**src/rtl/sca_pkg.sv**
```systemverilog
package sca_pkg;
   localparam int DATA_W = 32;

   typedef enum logic [1:0] {
      OP_WRITE  = 2'd0,
      OP_SET    = 2'd1,
      OP_CLEAR  = 2'd2,
      OP_TOGGLE = 2'd3
   } op_e;

   function automatic logic [DATA_W-1:0] apply_op(op_e op,
                                                  logic [DATA_W-1:0] cur,
                                                  logic [DATA_W-1:0] wd);
      logic [DATA_W-1:0] res;
      case (op)
         OP_SET:    res = cur | wd;
         OP_CLEAR:  res = cur & ~wd;
         OP_TOGGLE: res = cur ^ wd;
         default:   res = wd;
      endcase
      return res;
   endfunction
endpackage

```
**src/rtl/sca_addr_decode.sv**
```systemverilog
module sca_addr_decode
   import sca_pkg::*;
#(
   parameter int N_PLAIN = 4,
   parameter int N_ALIAS = 4,
   parameter int ADDR_W  = 15,
   localparam int GW      = ADDR_W - 3,
   localparam int PIDX_W  = (N_PLAIN > 1) ? $clog2(N_PLAIN) : 1,
   localparam int AIDX_W  = (N_ALIAS > 1) ? $clog2(N_ALIAS) : 1
) (
   input  logic [ADDR_W-1:0] addr,
   input  logic [2:0]        bytes,
   output logic              hit_plain,
   output logic              hit_alias,
   output logic [PIDX_W-1:0] plain_idx,
   output logic [AIDX_W-1:0] alias_idx,
   output op_e               op,
   output logic              err
);
   // word offset inside the selected half of the window
   logic [GW-1:0]   word;
   logic [GW-3:0]   areg;
   logic            upper;
   logic            legal_shape;

   assign word  = addr[ADDR_W-2:2];
   assign areg  = word[GW-1:2];
   assign upper = addr[ADDR_W-1];

   assign legal_shape = (bytes == 3'd4) && (addr[1:0] == 2'b00);

   assign hit_plain = legal_shape && !upper && (word < GW'(N_PLAIN));
   assign hit_alias = legal_shape &&  upper && (areg < (GW-2)'(N_ALIAS));
   assign err       = !(hit_plain || hit_alias);

   assign plain_idx = word[PIDX_W-1:0];
   assign alias_idx = areg[AIDX_W-1:0];
   assign op        = upper ? op_e'(word[1:0]) : OP_WRITE;
endmodule

```
**src/rtl/sca_word.sv**
```systemverilog
module sca_word
   import sca_pkg::*;
#(
   parameter logic [DATA_W-1:0] RESET_VAL = '0,
   parameter bit                ALIASED   = 1'b1
) (
   input  logic              clk,
   input  logic              rst_n,
   input  logic              wr_en,
   input  op_e               op,
   input  logic [DATA_W-1:0] wdata,
   output logic [DATA_W-1:0] q
);
   logic [DATA_W-1:0] nxt;

   generate
      if (ALIASED) begin : g_alias
         assign nxt = apply_op(op, q, wdata);
      end else begin : g_plain
         assign nxt = (op == OP_WRITE) ? wdata : q;
      end
   endgenerate

   always_ff @(posedge clk or negedge rst_n) begin
      if (!rst_n)     q <= RESET_VAL;
      else if (wr_en) q <= nxt;
   end
endmodule

```
**src/rtl/sca_reg_bank.sv**
```systemverilog
module sca_reg_bank
   import sca_pkg::*;
#(
   parameter int N_PLAIN  = 4,
   parameter int N_ALIAS  = 4,
   parameter int ADDR_W   = 15,
   parameter int LOCK_BIT = 31,
   parameter logic [N_PLAIN*DATA_W-1:0] PLAIN_INIT =
      {32'h0000_0000, 32'h2486_0324, 32'h0001_8D00, 32'h0401_167F},
   parameter logic [N_ALIAS*DATA_W-1:0] ALIAS_INIT =
      {32'h0400_0000, 32'h0001_3063, 32'h1018_101B, 32'h0001_3001},
   parameter logic [N_ALIAS-1:0] PLL_MASK = 4'b0101
) (
   input  logic              clk,
   input  logic              rst_n,
   input  logic              req_valid,
   input  logic              req_write,
   input  logic [ADDR_W-1:0] req_addr,
   input  logic [2:0]        req_bytes,
   input  logic [31:0]       req_wdata,
   output logic              rsp_valid,
   output logic              rsp_err,
   output logic [31:0]       rsp_rdata
);
   localparam int PIDX_W = (N_PLAIN > 1) ? $clog2(N_PLAIN) : 1;
   localparam int AIDX_W = (N_ALIAS > 1) ? $clog2(N_ALIAS) : 1;
   localparam logic [DATA_W-1:0] LOCK_FLAG = DATA_W'(1) << LOCK_BIT;

   generate
      if (ADDR_W < 5) begin : g_bad_addr
         $error("sca_reg_bank: ADDR_W too small");
      end
      if (N_PLAIN < 1 || N_PLAIN >= (1 << (ADDR_W - 3))) begin : g_bad_plain
         $error("sca_reg_bank: N_PLAIN does not fit its half window");
      end
      if (N_ALIAS < 1 || N_ALIAS >= (1 << (ADDR_W - 5))) begin : g_bad_alias
         $error("sca_reg_bank: N_ALIAS does not fit its half window");
      end
      if (LOCK_BIT < 0 || LOCK_BIT >= DATA_W) begin : g_bad_lock
         $error("sca_reg_bank: LOCK_BIT outside the word");
      end
   endgenerate

   logic              hit_plain, hit_alias, dec_err;
   logic [PIDX_W-1:0] plain_idx;
   logic [AIDX_W-1:0] alias_idx;
   op_e               dec_op;

   sca_addr_decode #(
      .N_PLAIN(N_PLAIN), .N_ALIAS(N_ALIAS), .ADDR_W(ADDR_W)
   ) u_dec (
      .addr      (req_addr),
      .bytes     (req_bytes),
      .hit_plain (hit_plain),
      .hit_alias (hit_alias),
      .plain_idx (plain_idx),
      .alias_idx (alias_idx),
      .op        (dec_op),
      .err       (dec_err)
   );

   logic [DATA_W-1:0] plain_q [N_PLAIN];
   logic [DATA_W-1:0] alias_q [N_ALIAS];
   logic              wr_go;

   assign wr_go = req_valid && req_write;

   genvar gi;
   generate
      for (gi = 0; gi < N_PLAIN; gi++) begin : g_plain
         sca_word #(
            .RESET_VAL (PLAIN_INIT[gi*DATA_W +: DATA_W]),
            .ALIASED   (1'b0)
         ) u_word (
            .clk   (clk),
            .rst_n (rst_n),
            .wr_en (wr_go && hit_plain && (plain_idx == PIDX_W'(gi))),
            .op    (OP_WRITE),
            .wdata (req_wdata),
            .q     (plain_q[gi])
         );
      end
      for (gi = 0; gi < N_ALIAS; gi++) begin : g_alias
         localparam logic [DATA_W-1:0] RV =
            ALIAS_INIT[gi*DATA_W +: DATA_W] | (PLL_MASK[gi] ? LOCK_FLAG : '0);
         sca_word #(
            .RESET_VAL (RV),
            .ALIASED   (1'b1)
         ) u_word (
            .clk   (clk),
            .rst_n (rst_n),
            .wr_en (wr_go && hit_alias && (alias_idx == AIDX_W'(gi))),
            .op    (dec_op),
            .wdata (req_wdata),
            .q     (alias_q[gi])
         );
      end
   endgenerate

   logic [DATA_W-1:0] rd_sel;
   always_comb begin
      rd_sel = '0;
      if (hit_plain)      rd_sel = plain_q[plain_idx];
      else if (hit_alias) rd_sel = alias_q[alias_idx];
   end

   always_ff @(posedge clk or negedge rst_n) begin
      if (!rst_n) begin
         rsp_valid <= 1'b0;
         rsp_err   <= 1'b0;
         rsp_rdata <= '0;
      end else begin
         rsp_valid <= req_valid;
         rsp_err   <= req_valid && dec_err;
         rsp_rdata <= (req_valid && !req_write) ? rd_sel : '0;
      end
   end
endmodule

```
**config.mk**
```make
export PLATFORM = sky130hd
export DESIGN_NAME = sca_reg_bank
export DESIGN_NICKNAME = d
export VERILOG_FILES = /design/src/rtl/sca_pkg.sv /design/src/rtl/sca_addr_decode.sv /design/src/rtl/sca_word.sv /design/src/rtl/sca_reg_bank.sv
export SDC_FILE = /design/constraint.sdc
export NUM_CORES = 1
export LEC_CHECK = 0
export ABC_AREA = 1
export CAP_MARGIN = 20
export CORE_ASPECT_RATIO = 0.9
export CORE_MARGIN = 2
export CORE_UTILIZATION = 37
export CTS_CLUSTER_DIAMETER = 120
export DETAILED_ROUTE_END_ITERATION = 12
export GPL_TIMING_DRIVEN = 0
export PLACE_DENSITY = 0.51
export SLEW_MARGIN = 5
export SYNTH_ARGS = -nofsm -noshare
export SYNTH_HDL_FRONTEND = slang
export SYNTH_HIERARCHICAL = 1
export SYNTH_SLANG_ARGS = --single-unit
export TNS_END_PERCENT = 10
```
**constraint.sdc**
```tcl
create_clock -name clk -period 1.5 [get_ports clk]
set_input_delay 0.3 -clock clk [delete_from_list [all_inputs] [get_ports clk]]
set_output_delay 0.3 -clock clk [all_outputs]
set_load 0.02 [all_outputs]
```
# Word-level counts from Yosys, hierarchy flattened
# Index checks and enable logic that the tools add are counted.
# Widths: inputs -> output; s select.
[op_classes] bitwise=15 reduce_logical=25 eq_ne=10 n_mux=14 order_cmp=4
[ops] operator="$pmux 32 s3" count=4
[ops] operator="$mux 32" count=7
[ops] operator="$and 32x32->32" count=4
[ops] operator="$bmux 32 s2" count=2
[ops] operator="$or 32x32->32" count=4
[ops] operator="$xor 32x32->32" count=4
[ops] operator="$not 32->32" count=1
[ops] operator="$logic_and 1x1->1" count=18
[ops] operator="$eq 2x2->1 const B" count=6
[ops] operator="$lt 12x3->1 const B" count=1
[ops] operator="$lt 10x3->1 const B" count=1
[ops] operator="$eq 2x1->1 const B" count=3
[ops] operator="$ge 3x3->1 const B" count=2
[ops] operator="$logic_not 2->1" count=3
[ops] operator="$not 2->3" count=2
[ops] operator="$eq 3x3->1 const B" count=1
[ops] operator="$logic_not 1->1" count=3
[ops] operator="$mux 2" count=1
[ops] operator="$logic_or 1x1->1" count=1
[word_totals] output_inout_bits=34 regBits=290 in_bits=54 word_cells=79

# Longest topological paths before layout
[depth] depth_word=7 mapped_depth=13 depth_no_buf=11

# Cells and area by module
# Netlist, hierarchy kept.
[by_module_without_submodules] mod="sca_word at g_alias[1].u_word ..." cells_per_inst=492 area_per_inst_um2=3271.9 seq_area_each_um2=810.8 n_inst=2
[by_module_without_submodules] mod="sca_reg_bank" cells_per_inst=939 area_per_inst_um2=4369.2 seq_area_each_um2=850.8 n_inst=1
[by_module_without_submodules] mod="sca_word at g_alias[0].u_word" cells_per_inst=492 area_per_inst_um2=3268.1 seq_area_each_um2=807.0 n_inst=1
[by_module_without_submodules] mod="sca_word at g_alias[3].u_word" cells_per_inst=492 area_per_inst_um2=3263.1 seq_area_each_um2=802.0 n_inst=1
[by_module_without_submodules] mod="sca_word at g_plain[0].u_word" cells_per_inst=140 area_per_inst_um2=1310.0 seq_area_each_um2=815.8 n_inst=1
[by_module_without_submodules] mod="sca_word at g_plain[2].u_word" cells_per_inst=140 area_per_inst_um2=1306.3 seq_area_each_um2=812.0 n_inst=1
[by_module_without_submodules] mod="sca_word at g_plain[1].u_word" cells_per_inst=140 area_per_inst_um2=1301.2 seq_area_each_um2=807.0 n_inst=1
[by_module_without_submodules] mod="sca_word at g_plain[3].u_word" cells_per_inst=140 area_per_inst_um2=1295.0 seq_area_each_um2=800.8 n_inst=1
[by_module_without_submodules] mod="sca_addr_decode" cells_per_inst=26 area_per_inst_um2=121.4 seq_area_each_um2=0.0 n_inst=1

# Least setup slack after synthesis
# OpenSTA, ideal clock, no wires.
[synth_path] kind="input port to flip-flop" startpoint="in req_bytes[1]" endpoint="reg g_plain[1].u_word.q[30]" path_buffers=3 setup_slack_ns=-0.471 t_required_ns=1.384 arrival_time_ns=1.854 cell_stages=12 setup_ns=0.116 cell_sequence="or2_1 > nor2_2 > nand2_1 > nor2_1 > clkbuf_1 > nand3_1 > nor3_1 > buf_2 > nand2_2 > buf_6 > nand2_1 > nand2_1"
[synth_between] elab_chain_cells=6
[synth_rtl] item="start, declared" line_no="sca_reg_bank.sv:19" text="input logic [2:0] req_bytes,"
[synth_rtl] item="$eq 3x3->1" line_no="sca_addr_decode.sv:30" text="assign legal_shape = (bytes == 3'd4) && (addr[1:0] == 2'b00);"
[synth_rtl] item="$logic_and 1x1->1" line_no="sca_addr_decode.sv:30"
[synth_rtl] item="$logic_and 1x1->1 (2 in a row)" line_no="sca_addr_decode.sv:32" text="assign hit_plain = legal_shape && !upper && (word < GW'(N_PLAIN));"
[synth_rtl] item="net hit_plain" line_no="sca_reg_bank.sv:44" text="logic hit_plain, hit_alias, dec_err;"
[synth_rtl] item="$logic_and 1x1->1 (2 in a row)" line_no="sca_reg_bank.sv:77" text=".wr_en (wr_go && hit_plain && (plain_idx == PIDX_W'(gi))),"
[synth_rtl] item="end signal, assigned" line_no="sca_word.sv:26" text="else if (wr_en) q <= nxt;"
[synth_rtl] item="end, declared" line_no="sca_word.sv:12" text="output logic [DATA_W-1:0] q"
# The timed path passes the listed nets, and every way through them passes these cells.
# A chain may end at the register's enable or synchronous reset.

# Worst setup path in the final report
[layout_path] startpoint="in req_bytes[0]" endpoint="reg g_alias[3].u_word.q[14]"
[layout_between] elab_chain_cells=6
[layout_rtl] item="$eq 3x3->1" line_no="sca_addr_decode.sv:30"
[layout_rtl] item="$logic_and 1x1->1" line_no="sca_addr_decode.sv:30"
[layout_rtl] item="$logic_and 1x1->1 (2 in a row)" line_no="sca_addr_decode.sv:33" text="assign hit_alias = legal_shape && upper && (areg < (GW-2)'(N_ALIAS));"
[layout_rtl] item="net hit_alias" line_no="sca_reg_bank.sv:44"
[layout_rtl] item="$logic_and 1x1->1 (2 in a row)" line_no="sca_reg_bank.sv:92" text=".wr_en (wr_go && hit_alias && (alias_idx == AIDX_W'(gi))),"
[layout_rtl] item="end signal, assigned" line_no="sca_word.sv:26"
[layout_rtl] item="end, declared" line_no="sca_word.sv:12"
# The timed path passes the listed nets, and every way through them passes these cells.

==> out/qor.yml <==
power_and_ir_drop:
  p_int_mw: 14.26
  power.net_switching_mw: 5.923
  power.leakage_nw: 14.80
  p_seq_frac: 0.388
  power.total_mw: 20.19
  ir_worst_vdd_mv: 0.6618
  swShare: 0.2934
  comb_power_share: 0.131
  p_per_area_nw_per_um2: 750.4
  p_clk_frac: 0.481
critical_path:
  crit_path_start: "req_bytes[0]"
  critical_path_class: "input pin to flip-flop"
  worst-path-max-fanout: 6
  crit_buf_inv: 5
  rrSetupSlack_ns: 0.07
  r2r_start: "g_alias[3].u_word/q[26]"
  reg2regPathDepth: 6
  arrival_ns: 2.14
  cpPeakStageDelay_ns: 0.25
  cp_slowest_cell: "clkbuf_16"
  crit_family: "simple AND/OR/NAND/NOR gates"
  path_depth: 13
  critPathCaptureType: "flip-flop"
  start_kind: "input pin"
  cp.required_ns: 1.98
  cp_cell_sequence: "buf_6 -> or2_1 -> nor2_2 -> nand2_2 -> nor2_2 -> clkbuf_8 -> nand3_4 -> nor3_4 -> buf_12 -> clkinvlp_4 -> clkbuf_16 -> nand2_2 -> nand2_1"
global_route:
  grt_usage: 0.2421
  grt_pass1_vias: 19588
  antenna_found_initial: 0
  overflow: 0
  grt_pass1_wl_um: 118200
  grt_max_degree: 102
synthesis:
  synth-simple-area-share: 0.3643
  synthMuxAreaShare: 0
  synth_fa_ha_area_frac: 0.1406
  synth.avg_cell_area_sq_um: 6.521
  synth_compound_area_frac: 0.04471
  yosysSeqAreaShare: 0.3212
  synthXorXnorAreaFrac: 0
  syn_inst: 3493
  ys_types: 23
  syn_area_sq_um: 22780
  synth_seq_cells: 290
  synth_top_family_by_area: "simple AND/OR/NAND/NOR gates"
  yosysWarnings: 6
layout:
  nFillCells: 6459
  register_area_sq_um: 7317
  layout-drive-gt1-share: 0.1284
  multi_input_area_sq_um: 12900
  syn2layout_area_growth_pct: 18.11
  num_antenna_cells: 0
  nets: 3970
route:
  wire_per_inst_um: 17.13
  via_per_inst: 4.690
  ant_nets: 0
  vias: 21026
  post-route-drc-count: 0
  drt_first_pass_iters: 5
  drt_iter0_drc: 1751
  wl_um: 76810
placement:
  portBuffers: 87
  dpl_worst_slack_ns: -1.630
  hpwl_um: 56640
  place_congestion: 0.8212
hold_path:
  holdCritPathClass: "input pin to asynchronous set/reset pin"
clock_network:
  cts_tree: "built"
  clk_path_buf_depth: 3
  htree_levels: 2
  cts-buffers-inserted: 39
  worstSkewPairLatency_ns: 0.59
  path_clk_slew_ns: 0.06
  cts_root_buffer: "clkbuf_16"
  clock_sinks: 290
die:
  die_w_um: 265.5
  initial_core_util: 0.3733
  die_area_sq_um: 63570
  ios: 88
  core_sq_um: 61010
  row_count: 86
  die_h_um: 239.4
timing:
  rsz0062_at_grt: "yes"
  fin_ws_ns: -0.1666
  hold_viol: 0
  period_share: 1.111
  min_period_ns: 1.667
  finClkSkew_ns: 0.01062
  finalSetupViolations: 165
  fmaxAchievable_mhz: 600.0
  slew_viol_final: 0
  slew_headroom: 0.4743
  tightestPinTransition_ns: 0.7886
outcome:
  outcome: "finished, violations left"
  failed_checks: "setup timing"
job:
  max-cap-violations: 0
-- cell type report --
| type | count | area share |
|---|---|---|
| Clock inverter | 9 | 0.004790 |
| Buffer | 198 | 0.05362 |
| Tap cell | 792 | 0.03683 |
| Multi-Input combinational cell | 2523 | 0.4796 |
| Inverter | 487 | 0.06864 |
| Sequential cell | 290 | 0.2720 |
| Timing Repair inverter | 2 | 0.0005581 |
| Clock buffer | 63 | 0.04297 |
| Timing Repair Buffer | 119 | 0.04097 |
-- layout by cell type (no fill, tap or decap), types with 19 or more instances in the layout --
| master | Yosys | layout |
|---|---|---|
| inv_2 | 21 | 19 |
| ha_1 | 256 | 256 |
| clkbuf_16 | 0 | 47 |
| nor2_1 | 186 | 179 |
| dfrtp_1 | 242 | 242 |
| buf_2 | 92 | 101 |
| nand2_1 | 1500 | 1486 |
| buf_6 | 14 | 23 |
| o21bai_1 | 28 | 28 |
| a21oi_2 | 0 | 41 |
| a21oi_1 | 160 | 117 |
| dlymetal6s2s_1 | 0 | 19 |
| clkbuf_1 | 48 | 29 |
| dfstp_2 | 48 | 48 |
| nand3_1 | 358 | 356 |
| inv_1 | 466 | 465 |
| buf_4 | 37 | 85 |
-- synth_stat cells, drive strengths merged --
library cell / number / share of area
nor2: 195 / 0.034
buf: 152 / 0.041
inv: 487 / 0.080
nor3: 8 / 0.0018
nand2: 1504 / 0.25
nand3b: 4 / 0.0013
conb: 1 / 0.00016
ha: 256 / 0.14
nand3: 358 / 0.079
dfstp: 48 / 0.055
clkbuf: 48 / 0.0079
dfrtp: 242 / 0.27
o21bai: 28 / 0.0092
or2: 1 / 0.00027
o211ai: 1 / 0.00033
a21oi: 160 / 0.035
-- path summary, 6_finish.rpt --
kind                                           endpoint
worst min register to register   g_plain[0].u_word/q[3]
worst max-delay path            g_alias[3].u_word/q[14]
min in group clk                                rsp_err
worst max register to register            rsp_rdata[26]
worst min-delay path             g_plain[2].u_word/q[4]
max in group asynchronous       g_alias[3].u_word/q[22]
-- per-layer routing --
metal,vias up,global-route usage,wire (um)
li1,10911,-,-
met1,9574,0.3512,37730
met2,456,0.3841,33940
met3,85,0.02395,3375
met4,0,0.06300,1766
met5,-,0,0
-- sequential cells by signal, indices dropped and copies added, names as in the netlist --
signal	cells
rsp_rdata	32
rsp_err	1
rsp_valid	1
g_plain.u_word/q	128
g_alias.u_word/q	128
-- worst reg2reg max path, delay by kind of cell, from the launching register on --
kind / cells / cell delay [ns]
AO/OA/AOI/OAI: 1 / 0.13
flip-flops: 1 / 0.58
AND/OR/NAND/NOR: 5 / 0.62
-- power groups by stage --
stage	clock [mW]	sequential [mW]	combinational (mW)
CTS	9.96	7.84	2.60
finish	9.71	7.84	2.64
global route	10.2	7.83	2.95
floorplan	0	7.98	1.46
detailed placement	0	7.97	2.57
global placement	0	7.98	2.54
-- logic make-up after synthesis --
logic type,after synthesis
other,1
AOI/OAI and AO/OA,189
adders and majority gates,256
DFF,290
and+or+nand+nor,2070
buffers and inverters,687
-- metrics by stage --
stage	instance area [sq um]	TNS (ns)	utilization	instances	hold WS, ns
4_1_cts	26610	-9.598	0.4361	4477	0.1105
6_report	26900	-7.819	0.4410	4483	0.2682
3_3_place_gp	24720	-4168.47	0.4052	4379	0.4514
5_1_grt	26900	-33.72	0.4410	4483	0.2854
3_5_place_dp	24780	-356.82	0.4061	4381	0.3923
2_1_floorplan	22860	-65.50	-	3500	0.004409
-- timing repair --
action,CTS,global route
hold buffers,1,0
gates cloned,5,2
pin swaps,27,23
gates resized for setup,331,88
setup buffers,20,4
hold endpoints to repair,73,0
endpoints found under the setup margin,322,354
(Power assumes the default switching activity.)
